[config.mk]
export PLATFORM = sky130hd
export DESIGN_NAME = cpu_burst_pwr_ctl
export DESIGN_NICKNAME = d
export VERILOG_FILES = /design/src/rtl/cpu_burst_pwr_ctl.sv
export SDC_FILE = /design/constraint.sdc
export NUM_CORES = 1
export LEC_CHECK = 0
export BUFFER_PORTS_ARGS = -buffer_cell sky130_fd_sc_hd__buf_4
export CAP_MARGIN = 20
export CORE_MARGIN = 1
export CORE_UTILIZATION = 25
export CTS_BUF_LIST = sky130_fd_sc_hd__clkbuf_4 sky130_fd_sc_hd__clkbuf_8 sky130_fd_sc_hd__clkbuf_16
export CTS_CLUSTER_SIZE = 16
export DETAILED_ROUTE_END_ITERATION = 10
export GPL_ROUTABILITY_DRIVEN = 1
export PLACE_DENSITY = 0.5
export SKIP_LAST_GASP = 1
export SLEW_MARGIN = 25
export SYNTH_ARGS = -nofsm -noshare
export SYNTH_HDL_FRONTEND = slang
export SYNTH_SLANG_ARGS = --single-unit
[constraint.sdc]
create_clock -name clk -period 2.8 [get_ports clk]
set_clock_uncertainty 0.05 [all_clocks]
set_input_delay 0.84 -clock clk [delete_from_list [all_inputs] [get_ports clk]]
set_output_delay 0.84 -clock clk [all_outputs]
set_load 0.01 [all_outputs]
[src/rtl/cpu_burst_pwr_ctl.sv]
module cpu_burst_pwr_ctl #(
  parameter int SLOTS    = 31,
  parameter int SLOT_DIV = 4,
  localparam int WW = $clog2(SLOTS + 1),
  localparam int PW = (SLOT_DIV > 1) ? $clog2(SLOT_DIV) : 1,
  localparam int SW = (SLOTS > 1) ? $clog2(SLOTS) : 1
) (
  input  logic          clk,
  input  logic          rst_n,
  input  logic          wr_en,
  input  logic          wr_sel,
  input  logic [WW-1:0] wr_data,
  input  logic          wake_irq,
  input  logic          bus_gnt,
  input  logic          dma_req,
  output logic          cpu_clk_en,
  output logic          bus_req,
  output logic          dma_gnt,
  output logic          sw_en,
  output logic [WW-1:0] sw_width
);

  typedef enum logic [1:0] {RUN, ASK, HALT} st_t;

  st_t           st_q;
  logic          en_q;
  logic [WW-1:0] width_q;
  logic [PW-1:0] pre_q;
  logic [SW-1:0] slot_q;
  logic          tick, slot_on;

  assign tick    = pre_q == PW'(SLOT_DIV - 1);
  assign slot_on = !en_q || (width_q >= WW'(SLOTS)) || ({1'b0, slot_q} < {1'b0, width_q});

  always_ff @(posedge clk or negedge rst_n) begin
    if (!rst_n) begin
      en_q    <= 1'b0;
      width_q <= WW'(SLOTS);
    end else begin
      if (wr_en && wr_sel) width_q <= wr_data;
      if (wr_en && !wr_sel && wr_data[0] && !en_q) width_q <= WW'(SLOTS);
      if (wake_irq) en_q <= 1'b0;
      else if (wr_en && !wr_sel) en_q <= wr_data[0];
    end
  end

  always_ff @(posedge clk or negedge rst_n) begin
    if (!rst_n) begin
      pre_q  <= '0;
      slot_q <= '0;
    end else if (!en_q) begin
      pre_q  <= '0;
      slot_q <= '0;
    end else if (tick) begin
      pre_q  <= '0;
      slot_q <= (slot_q == SW'(SLOTS - 1)) ? '0 : slot_q + 1'b1;
    end else begin
      pre_q  <= pre_q + 1'b1;
    end
  end

  always_ff @(posedge clk or negedge rst_n) begin
    if (!rst_n) st_q <= RUN;
    else case (st_q)
      RUN:     if (!slot_on) st_q <= ASK;
      ASK:     if (slot_on || wake_irq) st_q <= RUN;
               else if (bus_gnt) st_q <= HALT;
      HALT:    if ((slot_on || wake_irq) && !dma_req) st_q <= RUN;
      default: st_q <= RUN;
    endcase
  end

  assign cpu_clk_en = st_q != HALT;
  assign bus_req    = st_q != RUN;
  assign dma_gnt    = (st_q == HALT) && dma_req;
  assign sw_en      = en_q;
  assign sw_width   = width_q;

  p_stop_after_grant_r5: assert property (@(posedge clk) disable iff (!rst_n)
    $fell(cpu_clk_en) |-> $past(bus_req && bus_gnt));
  p_dma_only_halted_r6: assert property (@(posedge clk) disable iff (!rst_n)
    dma_gnt |-> (!cpu_clk_en && bus_req));
  p_wake_clears_r7: assert property (@(posedge clk) disable iff (!rst_n)
    wake_irq |=> !sw_en);
  p_dma_holds_r8: assert property (@(posedge clk) disable iff (!rst_n)
    (!cpu_clk_en && dma_req) |=> !cpu_clk_en);
  p_disabled_runs_r11: assert property (@(posedge clk) disable iff (!rst_n)
    (!sw_en && cpu_clk_en) |=> cpu_clk_en);
  p_enable_full_r2: assert property (@(posedge clk) disable iff (!rst_n)
    (wr_en && !wr_sel && wr_data[0] && !sw_en && !wake_irq) |=> (sw_en && sw_width == WW'(SLOTS)));

endmodule

* Yosys cells after proc, flatten, opt, wreduce, memory -nomap -nowiden
Index checks and enable logic that the tools add are counted.
W data, S select, Z words.
** Operators by class
- Add/subtract/negate cells :: 2
- Multipliers :: 0
- Div/mod/pow operators :: 0
- Magnitude comparators :: 2
- Equal/unequal tests :: 9
- Shifts and indexed selects :: 0
- Muxes and demuxes :: 14
- Bitwise gates (word level) :: 0
- Reductions and logical operators :: 17
** Operators by type and width (count)
- $mux W5 :: 5
- $mux W2 :: 6
- $logic_and A1 B1 Y1 :: 6
- $ne A2 B2 Y1 const B :: 3
- $pmux W2 S3 :: 1
- $reduce_bool A2 Y1 :: 3
- $add A5 B1 Y5 const B :: 1
- $eq A5 B5 Y1 const B :: 1
- $ge A5 B5 Y1 const B :: 1
- $lt A5 B5 Y1 :: 1
- $eq A2 B2 Y1 const B :: 2
- $logic_not A1 Y1 :: 3
- $logic_or A1 B1 Y1 :: 3
- $ne A3 B3 Y1 const B :: 1
- $reduce_and A3 Y1 :: 1
- $add A2 B1 Y2 const B :: 1
- $eq A2 B1 Y1 const B :: 1
- $logic_not A2 Y1 :: 1
- $mux W1 :: 2
- $ne A2 B1 Y1 const B :: 1
** Word-level totals
- Flip-flop bits (word level) :: 15
- Bits in latches :: 0
- Memory bits (writable) :: 0
- Memory bits (read-only) :: 0
- Bits of input ports :: 12
- Memories kept :: 0

* Logic depth before layout (Yosys ltp)
- Depth in word-level cells :: 7
- Depth in mapped cells :: 6
- Gate-level depth less buffers :: 6

* Least setup slack after synthesis
Ideal clock, no wire load.
- Path type :: input to output
- Start :: input port dma_req
- End :: output port dma_gnt
- Data arrival time :: 1042 ps
- Required time :: 1910 ps
- Path slack :: 868 ps
- Cell stages on the path :: 2
- Buffers on the path :: 0
- Path through :: inv_1 -> nor2_1
** Between the ends
- Longest elaborated chain between the ends :: 1
** Ends and longest elaborated chain
- from (decl) :: RTL line 15 : input logic dma_req,
- $logic_and A1 B1 Y1 :: RTL line 75 : assign dma_gnt = (st_q == HALT) && dma_req;
- to (decl) :: RTL line 18 : output logic dma_gnt,
Every way passes these cells.

* Worst setup path in the final report
Ends and elaborated chain as after synthesis.

==> metrics.md <==
| Metric | Value |
|---|---|
| Slew Limit Fails | 0 |
| GPL Wtd Cong | around 0.79 |
| Grt met1 use | between 10 and 15% |
| Dpl cells | about 140 |
| Post-CTS Hold Buffers | 0 |
| Max VDD drop | around 0.00017 V |
| FF+latch count, synth | 15 |
| Met2 Resource Use GR | 18.67% |
| Most crowded layer after global routing | met2 |
| Tot GR Track Use | a little over a tenth |
| Sequential share of power | between 50% and 60% |
| CP Data Required Time | around 1.9 ns |
| R2R Setup Slk | between 1 and 1.5 ns |
| Max-Cap Viols | 0 |
| CP Buf/Inv Count | 3 |
| Top cell by count, worst path | buf_4 |
| Register area share after synthesis | between 40 and 50% |
| Final worst setup slack | between 0.7 and 0.8 ns |
| CP Class | in -> out |
| Routed len/inst | around 11 µm |
| CTS tree | yes |
| Worst Hold Slack | approximately 0.34 ns |
| Largest net degree at the start of global routing | 16 |
| Fmax | around 0.48 GHz |
| FILL cells | roughly 320 |
| Number of global-route vias before repair | about 660 |
| Yosys cell types | 31 |
| Longest individual stage delay on the worst path | about 0.14 ns |
| I/O Buffers | 20 |
| Pwr/cell area | around 430 mW/mm² |
| Die height | slightly below 60 µm |
| CTS buffer count | 3 |
| Worst reg-to-reg path cell count | 6 |
| Worst path top cell family by delay | buffers and inverters |
| Post-cts sizing count | 0 |
| DRC | 0 |
| Crit Reg-Reg Endpoint | st_q[1] |
| M3 GR Usage | under 10% |
| Vias | between 600 and 700 |
| Fin Setup TNS | 0 ns |
| Dpl cell area | just over 0.001 mm² |
| H-tree levels | 1 |
| Synth warnings | 0 |
| Dpl ws | about 0.73 ns |
| Synthesized Nets | 99 |
| Ant diodes | 0 |
| Wirelength, routed | approximately 1.6 mm |
| R2R Path Start | sw_width[2] |
| Row cnt | 20 |
| Mapped Area | around 820 µm² |
| Crit path launch type | input pin |
| IO Count | 21 |
| Mapped Avg Cell Area | slightly above 10 µm² |
| Share of cells above drive strength 1 | 33.65% |
| Syn Inst Count | 80 |
| Combinational power share | 15.4% |
| Die Area | ~0.0035 mm² |
| Final non-filler cell total | 148 |
| DRT iter0 DRCs | 5 |
| Switching pwr | 0.1170 mW |
| Initial antenna violation count | 0 |
| Global-route wire length before repair | 2.849 mm |
| Area Overhead vs Synth | 28.79% |
| Clk pin slew, worst setup/hold paths | about 0.10 ns |
| Final Critical Period | 2.070 ns |
| Setup bufs post-CTS | 0 |
| Status | finished clean |
| ANT nets after route | 0 |
| Yosys top cell by area | dfrtp_1 |
| Area of the core | 0.003078 mm² |
| Sw frac | around 26% |
| RSZ-0062 raised after global routing | false |
| # clock sinks | 15 |
| Drt via density | approximately 4.5 |
| Starting Density | around a quarter |
| Critical Path Fanout Max | 2 |
| Nets | 124 |
| Buffer depth of the longest clock path | 2 |
| Cell Int Power | approximately 0.34 mW |
| Synth top area share | between 30% and 40% |
| Worst rel slew slack | 79.68% |
| CTS root buf | clkbuf_4 |
| Clk pwr share | about 30% |
| Worst Tran Pin Value | approximately 0.30 ns |
| DP HPWL | ~1.3 mm |
| Post-route cell area | 0.001052 mm² |
| Drt pass-1 iters | 4 |
| Skew-Pair Late Insertion Delay | 0.29 ns |
| Count of final setup violators | 0 |
| CP max-delay cell | buf_4 |
| Arrival time of the worst setup path | around 1.2 ns |
| Ranking of synthesized cells by area | dfrtp_1, dfstp_2, ha_1, o22a_1, nand2_1 |
| Grt total ovfl | 0 |
| Crit. End Element | output pin |
| Die width | 59.17 µm |
| P_leak | approximately 0.5 nW |
| CP cell instances | buf_4 > inv_1 > nor2_1 > buf_4 |
| HP Class | in -> async |
| Period utilization | about three quarters |
| Fin. Hold Viols | 0 |
## cells in the final DEF (no fill, tap or decap), drive strengths merged
cell type	Yosys	routed
a211o	1	1
a21o	1	1
a21oi	5	5
a311oi	1	1
a31o	1	1
a31oi	3	3
a32o	1	1
and2	1	1
and3	1	1
buf	0	20
clkbuf	0	4
dfrtp	10	10
dfstp	5	5
ha	7	7
inv	8	8
nand2	8	8
nand2b	1	1
nand3	3	3
nand3b	1	1
nand4	1	1
nor2	5	5
nor2b	2	2
nor3	1	1
nor4bb	1	1
o21ai	5	5
o22a	4	4
o22ai	1	1
or2	1	1
xor2	1	1
## registers in the layout (all words and copies together) (netlist names)
register  count
pre_q         2
slot_q        5
st_q          2
sw_en         1
sw_width      5
## per-layer routing
metal	routed length (µm)	vias to the layer above
li1	-	334
met2	808	8
met5	0	-
met4	21	0
met1	776	314
met3	28	4
## power groups by stage
stage               clock [mW]  combinational, mW  sequential, mW
detailed placement           0             0.0708           0.250
floorplan                    0             0.0288           0.252
global route             0.151             0.0784           0.248
finish                   0.138             0.0695           0.246
CTS                      0.145             0.0711           0.246
global placement             0             0.0701           0.250
## worst max path at each step
stage | from | end | slack, ns | depth (start not counted)
final | dma_req | dma_gnt | 0.73 | 4
after global routing | dma_req | dma_gnt | 0.70 | 4
after CTS | dma_req | dma_gnt | 0.73 | 4
after detailed placement | dma_req | dma_gnt | 0.73 | 4
after global placement | dma_req | dma_gnt | 0.73 | 4
after floorplan | dma_req | dma_gnt | 0.87 | 2
## kinds of logic after synthesis
family	count (synthesis)	synth area share (%)
fa+ha+maj	7	10.72
flops	15	46.71
compound gates	23	20.67
xor+xnor	1	1.072
buf+inv	8	3.675
simple gates	26	17.15
## synth_stat cells
cell type / number
nand4_1: 1
inv_2: 1
nor4bb_1: 1
a311oi_1: 1
inv_1: 7
a21o_1: 1
o22a_1: 4
dfrtp_1: 10
xor2_1: 1
nor2b_1: 2
nand3b_1: 1
a32o_1: 1
a31oi_4: 1
nand3_1: 2
a211o_1: 1
a31o_2: 1
nor3_1: 1
dfstp_2: 5
o22ai_1: 1
nor2_1: 5
ha_1: 7
or2_2: 1
nand3_2: 1
and2_1: 1
o21ai_1: 1
a21oi_1: 5
nand2_1: 8
a31oi_1: 2
o21ai_0: 4
and3_4: 1
nand2b_1: 1
## cell type report
cell class | instances | area [µm²] | share of cell area [%]
sequential | 15 | 381.6 | 36.27
multi-input combinational | 57 | 405.4 | 38.53
tap | 44 | 55.05 | 5.232
clock buffer | 4 | 30.03 | 2.854
inverter | 8 | 30.03 | 2.854
timing repair buffer | 20 | 150.1 | 14.27
## stage by stage
| stage | utilization [%] | power [mW] |
|---|---|---|
| 2_1_floorplan | - | 0.2805 |
| 3_3_place_gp | 33.21 | 0.3203 |
| 3_5_place_dp | 33.21 | 0.3211 |
| 4_1_cts | 34.19 | 0.4619 |
| 5_1_grt | 34.19 | 0.4771 |
| 6_report | 34.19 | 0.4526 |
Power figures use the tool's default switching activity.
